$ cat src/rtl/sar_seq_pkg.sv
package sar_seq_pkg;
  // Converter resolution in bits
  localparam int RES = 8;
  localparam int IDX_W = $clog2(RES);

  typedef enum logic [1:0] {
    PH_IDLE,
    PH_SAMPLE,
    PH_TRIAL,
    PH_SETTLE
  } phase_e;

  // Strobes from control to datapath
  typedef struct packed {
    logic             clearAll;  // start accepted this cycle
    logic             trialOn;   // a bit trial is in progress
    logic             decide;    // last cycle of a trial: take comparator
    logic             commit;    // publish result
    logic [IDX_W-1:0] bitIdx;    // bit under trial
  } strobe_t;
endpackage

$ cat src/rtl/sar_clkdiv.sv
module sar_clkdiv #(
  parameter int DIV_C0 = 2,
  parameter int DIV_C1 = 4,
  parameter int DIV_C3 = 16
) (
  input  logic       clk,
  input  logic       rstN,
  input  logic       cfgWrite,
  input  logic [1:0] cfgCode,
  input  logic       cfgFine,
  input  logic       run,
  output logic       tick
);
  localparam int RW = $clog2(DIV_C3) + 1;

  logic [1:0]    codeReg;
  logic          fineReg;
  logic [RW-1:0] coarse;
  logic [RW-1:0] ratio;
  logic [RW-1:0] divCnt;

  always_ff @(posedge clk or negedge rstN) begin
    if (!rstN) begin
      codeReg <= 2'b00;
      fineReg <= 1'b0;
    end else if (cfgWrite) begin
      codeReg <= cfgCode;
      fineReg <= cfgFine;
    end
  end

  // Code 10 is reserved and folds onto code 11
  always_comb begin
    unique case (codeReg)
      2'b00:   coarse = RW'(DIV_C0);
      2'b01:   coarse = RW'(DIV_C1);
      default: coarse = RW'(DIV_C3);
    endcase
    ratio = fineReg ? (coarse >> 1) : coarse;
  end

  assign tick = run && (divCnt == ratio - 1'b1);

  always_ff @(posedge clk or negedge rstN) begin
    if (!rstN)          divCnt <= '0;
    else if (!run)      divCnt <= '0;
    else if (tick)      divCnt <= '0;
    else                divCnt <= divCnt + 1'b1;
  end

  assert_tick_in_run_R2: assert property (@(posedge clk) disable iff (!rstN)
    tick |-> run);
  assert_cnt_below_ratio_R2: assert property (@(posedge clk) disable iff (!rstN)
    run |-> (divCnt < ratio));
endmodule

$ cat src/rtl/sar_ctrl.sv
module sar_ctrl
  import sar_seq_pkg::*;
#(
  parameter int SAMPLE_LEN = 12,
  parameter int TOTAL_LEN  = 160
) (
  input  logic    clk,
  input  logic    rstN,
  input  logic    startReq,
  input  logic    tick,
  output logic    busy,
  output logic    sampleEn,
  output strobe_t strb
);
  localparam int TRIAL_LEN = (TOTAL_LEN - SAMPLE_LEN) / RES;
  localparam int TAIL_LEN  = TOTAL_LEN - SAMPLE_LEN - RES * TRIAL_LEN;
  localparam int PW        = $clog2(TOTAL_LEN);

  phase_e           phase;
  logic [PW-1:0]    phaseCnt;
  logic [IDX_W-1:0] bitIdx;
  logic             startAcc;
  logic             lastSample;
  logic             lastTrial;
  logic             lastTail;

  assign startAcc   = startReq && (phase == PH_IDLE);
  assign lastSample = (phaseCnt == PW'(SAMPLE_LEN - 1));
  assign lastTrial  = (phaseCnt == PW'(TRIAL_LEN - 1));
  assign lastTail   = (phaseCnt == PW'(TAIL_LEN - 1));

  always_ff @(posedge clk or negedge rstN) begin
    if (!rstN) begin
      phase    <= PH_IDLE;
      phaseCnt <= '0;
      bitIdx   <= '0;
    end else begin
      unique case (phase)
        PH_IDLE: begin
          if (startAcc) begin
            phase    <= PH_SAMPLE;
            phaseCnt <= '0;
          end
        end
        PH_SAMPLE: begin
          if (tick) begin
            if (lastSample) begin
              phase    <= PH_TRIAL;
              phaseCnt <= '0;
              bitIdx   <= IDX_W'(RES - 1);
            end else begin
              phaseCnt <= phaseCnt + 1'b1;
            end
          end
        end
        PH_TRIAL: begin
          if (tick) begin
            if (lastTrial) begin
              phaseCnt <= '0;
              if (bitIdx == '0) phase <= (TAIL_LEN == 0) ? PH_IDLE : PH_SETTLE;
              else              bitIdx <= bitIdx - 1'b1;
            end else begin
              phaseCnt <= phaseCnt + 1'b1;
            end
          end
        end
        PH_SETTLE: begin
          if (tick) begin
            if (lastTail) begin
              phase    <= PH_IDLE;
              phaseCnt <= '0;
            end else begin
              phaseCnt <= phaseCnt + 1'b1;
            end
          end
        end
        default: phase <= PH_IDLE;
      endcase
    end
  end

  assign busy     = (phase != PH_IDLE);
  assign sampleEn = (phase == PH_SAMPLE);

  always_comb begin
    strb.clearAll = startAcc;
    strb.trialOn  = (phase == PH_TRIAL);
    strb.decide   = tick && (phase == PH_TRIAL) && lastTrial;
    strb.commit   = tick && (((phase == PH_SETTLE) && lastTail) ||
                    ((TAIL_LEN == 0) && (phase == PH_TRIAL) && lastTrial && (bitIdx == '0)));
    strb.bitIdx   = bitIdx;
  end

  assert_start_ignored_R7: assert property (@(posedge clk) disable iff (!rstN)
    (busy && startReq && !tick) |=> ($stable(phase) && $stable(phaseCnt)));
  assert_sample_first_R3: assert property (@(posedge clk) disable iff (!rstN)
    $rose(busy) |-> sampleEn);
  assert_msb_first_R5: assert property (@(posedge clk) disable iff (!rstN)
    $rose(strb.trialOn) |-> (strb.bitIdx == IDX_W'(RES - 1)));
endmodule

$ cat src/rtl/sar_dpath.sv
module sar_dpath
  import sar_seq_pkg::*;
#(
  parameter int NCH = 8,
  localparam int CW = $clog2(NCH)
) (
  input  logic           clk,
  input  logic           rstN,
  input  strobe_t        strb,
  input  logic           sampleEn,
  input  logic [CW-1:0]  chanSel,
  input  logic           compIn,
  input  logic           resultRead,
  output logic [CW-1:0]  muxSel,
  output logic [NCH-1:0] routeEn,
  output logic [RES-1:0] dacCode,
  output logic [RES-1:0] resultData,
  output logic           doneFlag
);
  logic [CW-1:0]  chanReg;
  logic [RES-1:0] sarReg;
  logic [RES-1:0] sarNext;
  logic [RES-1:0] resultReg;
  logic           doneReg;

  always_comb begin
    sarNext = sarReg;
    if (strb.decide && compIn) sarNext[strb.bitIdx] = 1'b1;
    if (strb.clearAll)         sarNext = '0;
  end

  always_ff @(posedge clk or negedge rstN) begin
    if (!rstN) begin
      chanReg   <= '0;
      sarReg    <= '0;
      resultReg <= '0;
      doneReg   <= 1'b0;
    end else begin
      sarReg <= sarNext;
      if (strb.clearAll) chanReg <= chanSel;
      if (strb.commit)   resultReg <= sarNext;
      if (strb.commit)                       doneReg <= 1'b1;
      else if (strb.clearAll || resultRead)  doneReg <= 1'b0;
    end
  end

  assign muxSel     = chanReg;
  assign routeEn    = sampleEn ? (NCH'(1) << chanReg) : '0;
  assign dacCode    = sarReg | (strb.trialOn ? (RES'(1) << strb.bitIdx) : '0);
  assign resultData = resultReg;
  assign doneFlag   = doneReg;

  assert_result_hold_R6: assert property (@(posedge clk) disable iff (!rstN)
    !strb.commit |=> $stable(resultReg));
  assert_done_set_R8: assert property (@(posedge clk) disable iff (!rstN)
    strb.commit |=> doneFlag);
  assert_chan_hold_R4: assert property (@(posedge clk) disable iff (!rstN)
    !strb.clearAll |=> $stable(chanReg));
  assert_route_onehot_R4: assert property (@(posedge clk) disable iff (!rstN)
    $onehot0(routeEn));
  assert_clear_rule_R5: assert property (@(posedge clk) disable iff (!rstN)
    (strb.decide && !compIn && !strb.clearAll) |=> (sarReg[$past(strb.bitIdx)] == 1'b0));
endmodule

$ cat src/rtl/sar_sequencer.sv
module sar_sequencer
  import sar_seq_pkg::*;
#(
  parameter int NCH        = 8,
  parameter int SAMPLE_LEN = 12,
  parameter int TOTAL_LEN  = 160,
  parameter int DIV_C0     = 2,
  parameter int DIV_C1     = 4,
  parameter int DIV_C3     = 16,
  localparam int CW = $clog2(NCH)
) (
  input  logic           clk,
  input  logic           rstN,
  input  logic           cfgWrite,
  input  logic [1:0]     cfgCode,
  input  logic           cfgFine,
  input  logic           startReq,
  input  logic [CW-1:0]  chanSel,
  input  logic           resultRead,
  input  logic           compIn,
  output logic [CW-1:0]  muxSel,
  output logic [NCH-1:0] routeEn,
  output logic           sampleEn,
  output logic [RES-1:0] dacCode,
  output logic [RES-1:0] resultData,
  output logic           doneFlag,
  output logic           busy
);
  logic    tick;
  strobe_t strb;

  sar_clkdiv #(.DIV_C0(DIV_C0), .DIV_C1(DIV_C1), .DIV_C3(DIV_C3)) uDiv (
    .clk(clk), .rstN(rstN), .cfgWrite(cfgWrite), .cfgCode(cfgCode),
    .cfgFine(cfgFine), .run(busy), .tick(tick)
  );

  sar_ctrl #(.SAMPLE_LEN(SAMPLE_LEN), .TOTAL_LEN(TOTAL_LEN)) uCtrl (
    .clk(clk), .rstN(rstN), .startReq(startReq), .tick(tick),
    .busy(busy), .sampleEn(sampleEn), .strb(strb)
  );

  sar_dpath #(.NCH(NCH)) uDp (
    .clk(clk), .rstN(rstN), .strb(strb), .sampleEn(sampleEn),
    .chanSel(chanSel), .compIn(compIn), .resultRead(resultRead),
    .muxSel(muxSel), .routeEn(routeEn), .dacCode(dacCode),
    .resultData(resultData), .doneFlag(doneFlag)
  );
endmodule

$ cat config.mk
export PLATFORM = sky130hd
export DESIGN_NAME = sar_sequencer
export DESIGN_NICKNAME = d
export VERILOG_FILES = /design/src/rtl/sar_seq_pkg.sv /design/src/rtl/sar_clkdiv.sv /design/src/rtl/sar_ctrl.sv /design/src/rtl/sar_dpath.sv /design/src/rtl/sar_sequencer.sv
export SDC_FILE = /design/constraint.sdc
export NUM_CORES = 1
export LEC_CHECK = 0
export BUFFER_PORTS_ARGS = -buffer_cell sky130_fd_sc_hd__buf_2
export CORE_MARGIN = 4
export CORE_UTILIZATION = 49
export CTS_CLUSTER_SIZE = 25
export DETAILED_ROUTE_END_ITERATION = 7
export GPL_ROUTABILITY_DRIVEN = 0
export PLACE_DENSITY = 0.8
export SYNTH_ARGS = -nofsm -noshare
export SYNTH_HDL_FRONTEND = slang
export SYNTH_SLANG_ARGS = --single-unit
export TNS_END_PERCENT = 30
$ cat constraint.sdc
create_clock -name clk -period 2.6 [get_ports clk]
set_clock_uncertainty 0.1 [all_clocks]
set_input_delay 0.39 -clock clk [delete_from_list [all_inputs] [get_ports clk]]
set_output_delay 0.39 -clock clk [all_outputs]
set_load 0.005 [all_outputs]
* Yosys cells after proc, flatten, opt, wreduce, memory -nomap -nowiden
Index checks and enable logic that the tools add are counted.
** Cells by class
- $add $sub $neg :: 4
- Order comparisons :: 2
- Eq/ne operators :: 17
- Shift-type cells :: 2
- Mux-type cells :: 35
- Bitwise gates (word level) :: 2
- Reductions and logical operators :: 18
** Operators by type and width (number)
- 8-bit 2-to-1 mux :: 11
- 8-bit one-hot mux with 4 select lines :: 1
- 2-bit 2-to-1 mux :: 8
- 8-bit OR :: 2
- 1-bit by 3-bit left shift with 8-bit output (first input constant) :: 2
- 3-bit 2-to-1 mux :: 5
- 5-bit 2-to-1 mux :: 3
- 2-bit inequality test (second input constant) :: 6
- 5-bit one-hot mux with 2 select lines :: 1
- 8-bit by 1-bit adder with 8-bit output (second input constant) :: 1
- 8-bit by 2-bit equality test with 1-bit output (second input constant) :: 1
- 8-bit by 4-bit equality test with 1-bit output (second input constant) :: 1
- 8-bit by 5-bit equality test with 1-bit output (second input constant) :: 1
- 1-bit logical AND :: 8
- 2-bit one-hot mux with 4 select lines :: 1
- 8-bit AND reduction :: 1
- 2-bit by 1-bit inequality test with 1-bit output (second input constant) :: 3
- 3-bit one-hot mux with 2 select lines :: 1
- 6-bit AND reduction :: 1
- 2-bit nonzero test :: 3
- 5-bit by 1-bit adder with 5-bit output (second input constant) :: 1
- 5-bit equality test :: 1
- 5-bit by 1-bit subtractor with 5-bit output (second input constant) :: 1
- 2-bit by 1-bit equality test with 1-bit output (second input constant) :: 2
- other kinds (10) :: 14
** Word-level totals
- Register bits after elaboration :: 41
- Bits of input ports :: 12

* Longest topological paths before layout
- Word-level depth :: 11
- Depth in mapped cells :: 9

* Hierarchy
A second synthesis with hierarchy kept.
** Unflattened totals
- Cells, all modules :: 251
- Area, all modules :: 2422.3 sq um
** Modules (own cells, without submodules)
- sar_dpath :: times used 1, cells an instance 106, area each 1031.0 sq um
- sar_ctrl :: times used 1, cells an instance 105, area each 972.2 sq um
- sar_clkdiv :: times used 1, cells an instance 40, area each 419.2 sq um

* Least setup slack after synthesis
Ideal clock, no wire load.
- Path type :: register to register
- Start point :: reg uDiv.codeReg[0]
- End point :: reg uCtrl.bitIdx[0]
- Setup time :: 0.125 ns
- Arrival :: 2.354 ns
- Data required time :: 2.375 ns
- Path slack :: 0.021 ns
- Cell stages (with the launch flop) :: 9
- Path buffers :: 0
- Path through :: dfrtp_1 nor3b_4 inv_1 ha_1 xnor2_1 nor3_1 nand4_2 or3_4 mux2_4
** On the way
- Word-level cells in the longest chain between the ends :: 8
- Elaborated cells on any way between the ends :: 10
- Classes of those cells :: add/sub: 1; eq/ne: 4; mux: 2; reduce/logical: 3
** RTL lines
- from (decl) :: line sar_clkdiv.sv:16 : logic [1:0] codeReg;
- from (signal assigned) :: line sar_clkdiv.sv:27 : codeReg <= cfgCode;
- 2-bit by 1-bit equality test with 1-bit output or 2-bit zero test (tied branches) :: line sar_clkdiv.sv:34 : unique case (codeReg)
- 5-bit one-hot mux with 2 select lines (*) :: line sar_clkdiv.sv:34
- 5-bit 2-to-1 mux (*) :: line sar_clkdiv.sv:39 : ratio = fineReg ? (coarse >> 1) : coarse;
- 5-bit by 1-bit subtractor with 5-bit output (*) :: line sar_clkdiv.sv:42 : assign tick = run && (divCnt == ratio - 1'b1);
- 5-bit equality test (*) :: line sar_clkdiv.sv:42
- 1-bit logical AND (*) :: line sar_clkdiv.sv:42
- 2-bit inequality test (no line)
- 6-bit AND reduction (no line) (*)
- to (signal assigned) :: line sar_ctrl.sv:50 : bitIdx <= IDX_W'(RES - 1);
- to (signal assigned) :: line sar_ctrl.sv:61 : else bitIdx <= bitIdx - 1'b1;
- to (decl) :: line sar_ctrl.sv:21 : logic [IDX_W-1:0] bitIdx;
Mark *: on every way between the ends. The rest lies on a longest branch, timed or not.
A chain may end at the register's enable or synchronous reset.

* Worst setup path after layout
- Start point :: reg uDiv.codeReg[0]
- End point :: reg uDp.resultReg[1] (netlist: uDp.resultData[1])
** On the way
- Word-level cells in the longest chain between the ends :: 11
- Elaborated cells on any way between the ends :: 13
- Classes of those cells :: add/sub: 1; eq/ne: 2; mux: 4; reduce/logical: 6
** RTL lines
- 2-bit by 1-bit equality test with 1-bit output or 2-bit zero test (tied branches) :: line sar_clkdiv.sv:34
- 5-bit one-hot mux with 2 select lines (*) :: line sar_clkdiv.sv:34
- 5-bit 2-to-1 mux (*) :: line sar_clkdiv.sv:39
- 5-bit by 1-bit subtractor with 5-bit output (*) :: line sar_clkdiv.sv:42
- 5-bit equality test (*) :: line sar_clkdiv.sv:42
- 1-bit logical AND (*) :: line sar_clkdiv.sv:42
- 1-bit logical AND (2 in a row) :: line sar_ctrl.sv:88 : strb.decide = tick && (phase == PH_TRIAL) && lastTrial;
- 1-bit logical AND :: line sar_dpath.sv:28 : if (strb.decide && compIn) sarNext[strb.bitIdx] = 1'b1;
- 8-bit 2-to-1 mux :: line sar_dpath.sv:28
- 8-bit 2-to-1 mux :: line sar_dpath.sv:29 : if (strb.clearAll) sarNext = '0;
- to (signal assigned) :: line sar_dpath.sv:41 : if (strb.commit) resultReg <= sarNext;
- to (decl) :: line sar_dpath.sv:23 : logic [RES-1:0] resultReg;
Marked as above.

==> reports/results.tsv <==
stage	metric	value	unit
cts	cts_max_path_buffers	2	
floorplanning	die-area	6010	sq um
cts	root_buffer	clkbuf_8	
timing	slew_headroom	41.03	%
finish	antennaDiodeCount	0	
route	vias_per_cell	5.637	
floorplanning	coreArea	4692	sq um
synth	yosys_warnings	0	
route	wl	5072	microns
synth	yosysUniqueCellTypes	47	
critical_path	r2r_slack	80	ps
global_route	grt_pass1_vias	1825	
cts	htreeDepth	2	
placement	port-buffer-count	41	
timing	period_minus_slack	2519	ps
timing	tightest_slew	884.6	ps
power	netSwitchingFraction	37.76	%
power	power.switching	0.8899	mW
power	power_leakage	1.435	nW
finish	utilization	61.65	%
critical_path	r2r_cells	10	
placement	dp_hpwl	3669	microns
synth	async_reset_ff_share	100.0	%
critical_path	reg2reg_to	uDp.resultData[1]	
critical_path	startpoint_type	flop	
critical_path	r2r-start	uDiv.codeReg[0]	
finish	drive_above_1_share	36.13	%
route	drc_errors	0	
critical_path	crit_type	flop to flop	
global_route	grt_pass1_wl	8514	microns
global_route	gr-total-overflow	0	
cts	clk_pin_slew_worst_paths	80	ps
synth	ys.flop_type	dfrtp_1	
critical_path	crit_arrival	2610	ps
finish	final_cell_mix	buf_2, dfrtp_1, nor2_1, mux2_2, ha_1	
cts	clock_latency	300	ps
global_route	grt_max_degree	42	
synth	synth_edf_count	0	
status	status	completed	
timing	rsz0062_at_grt	yes	
floorplanning	die-width	77.53	microns
timing	slew_viol_final	0	
critical_path	required	2690	ps
power	pwr-share-seq	38.3	%
hold_path	hp-class	primary input to asynchronous set/reset pin	
power	power.share.clock	23.2	%
timing	postLayoutSetupSlackWorst	80.68	ps
finish	final_nets	299	
timing	setup_violations	0	
route	wl_per_cell	15.46	microns
finish	fillers	399	
synth	ys_seq_area_share	43.32	%
global_route	grtUsageTotal	17.79	%
timing	finalSetupTns	0	ps
floorplanning	rows	25	
floorplanning	num_io_pins	42	
floorplanning	die_h	77.53	microns
power	max-vdd-ir-drop	0.0005581	V
power	total_power	2.357	mW
critical_path	critPathMaxFanout	9	
synth	synth.net_count	244	
route	drtPass1Iterations	4	
critical_path	worstSetupEndpointType	flop	
run	drv_cap	0	
critical_path	path_cells	nor3b_4 -> inv_1 -> ha_1 -> xnor2_1 -> nor3_1 -> buf_4 -> nand4_4 -> nor3_4 -> buf_12 -> mux2_2	
floorplanning	initial_utilization	50.48	%
timing	finalCritPeriodShare	96.90	%
finish	area_delta_synth_final	22.13	%
synth	syn_area	2369	sq um
route	ant_nets	0	
critical_path	worst_path_max_delay_cell	dfrtp_1	
synth	synthCells	218	
timing	fmax	396.9	MHz
power	power_density	814.7	nW/um^2
synth	avgSynthCellArea	10.86	sq um
placement	dp_slack	11.13	ps
power	p_int	1.467	mW
route	via_count	1849	
synth	ys_ff_latch	41	
global_route	antenna_found_initial	0	
cts	cts.sinks	41	
cts	cts_tree	done	
route	dr.first_iter.drc_count	121	
power	pwr-share-comb	38.5	%
timing	hold_viol_final	0	
cts	cts-buffers-inserted	5	
critical_path	slowest_delay	440	ps
logic make-up (layout without fill, tap and decap cells):
kind of cell / Yosys count / after routing / synth area share, %
AND/OR/NAND/NOR: 81 / 81 / 20.39
buffers and inverters: 15 / 71 / 2.430
multiplexers: 20 / 20 / 9.720
XOR/XNOR: 9 / 9 / 3.645
adder cells (fa/ha/maj): 14 / 14 / 7.396
flip-flops: 41 / 41 / 43.32
AO/OA/AOI/OAI: 38 / 38 / 13.10
final cells by class:
type	count	area, sq um	share of cell area (%)
Clock buffer	6	82.58	2.855
Clock inverter	2	37.54	1.298
Timing Repair Buffer	53	307.8	10.64
Multi-Input combinational cell	162	1334	46.11
Inverter	10	37.54	1.298
Tap cell	54	67.56	2.336
Sequential cell	41	1026	35.47
worst max-delay path: cells and delay by family (launching register included):
kind	cells	cell delay [ps]
xor+xnor	1	130
fa+ha+maj	1	300
buf+inv	3	390
flops	1	440
mux	1	320
simple gates	4	730
metal layers:
| metal | wire length, microns | share of wire (%) | global-route usage (%) | vias up |
|---|---|---|---|---|
| met5 | 0 | 0 | 0 | - |
| met4 | 68 | 1.3 | 5.516 | 0 |
| met3 | 233 | 4.6 | 4.408 | 6 |
| met2 | 2479 | 49 | 30.31 | 43 |
| met1 | 2291 | 45 | 22.20 | 893 |
| li1 | - | - | - | 907 |
cell usage after synthesis (all sizes together) (3+ instances only):
cell	count	share of area [%]
xor2	4	1.8
nor3	12	3.4
clkbuf	4	0.63
nand2b	7	1.8
dfrtp	41	43
nand2	13	2.1
xnor2	5	1.8
nand3	7	1.5
o221ai	4	1.5
a31o	5	1.8
o31ai	3	0.95
a21o	3	0.95
ha	14	7.4
a22o	8	3.0
mux2	18	8.9
nor2b	6	1.6
o21ai	4	0.84
inv	10	1.6
nor3b	3	1.4
nor2	16	2.5
and3	5	1.3
power by group through the flow:
stage / Clock, mW / Sequential, mW / Combinational (mW)
6_report: 0.546 / 0.903 / 0.908
5_1_grt: 0.590 / 0.923 / 1.02
4_1_cts: 0.562 / 0.896 / 0.858
3_5_place_dp: 0 / 0.907 / 0.836
3_3_place_gp: 0 / 0.903 / 0.824
2_1_floorplan: 0 / 0.860 / 0.616
registers in the layout, summed over array words and instances (netlist names):
name and count:
uCtrl.bitIdx 3, uCtrl.phase 2, uCtrl.phaseCnt 8, uDiv.codeReg 2
uDiv.divCnt 5, uDiv.fineReg 1, uDp.doneFlag 1, uDp.muxSel 3
uDp.resultData 8, uDp.sarReg 8
how the worst max path moves through the flow:
stage	end	start	cells past startpoint	slack, ps
floorplan	uCtrl.bitIdx[0]	uDiv.codeReg[0]	8	20
global placement	uDp.sarReg[2]	uDiv.codeReg[0]	9	90
detailed placement	uCtrl.bitIdx[0]	uDiv.codeReg[0]	8	10
CTS	uCtrl.bitIdx[0]	uDiv.codeReg[0]	9	5
global route	uDp.resultData[0]	uDiv.codeReg[0]	10	-60
finish	uDp.resultData[1]	uDiv.codeReg[0]	10	80
timing repair:
item / in CTS / in global routing
hold buffers: 0 / 0
endpoints found under the setup margin: 4 / 29
hold endpoints to repair: 0 / 0
buffers inserted: 0 / 2
resized for setup: 1 / 7
pin swaps: 1 / 2
through the flow:
stage               cell area [sq um]  std cells  hold slack, ps
global route                     2893        328           196.9
floorplan                        2369        218          -5.591
finish                           2893        328           102.2
global placement                 2709        318           385.1
CTS                              2836        326           136.5
detailed placement               2709        318           390.9
(Power assumes the default switching activity.)
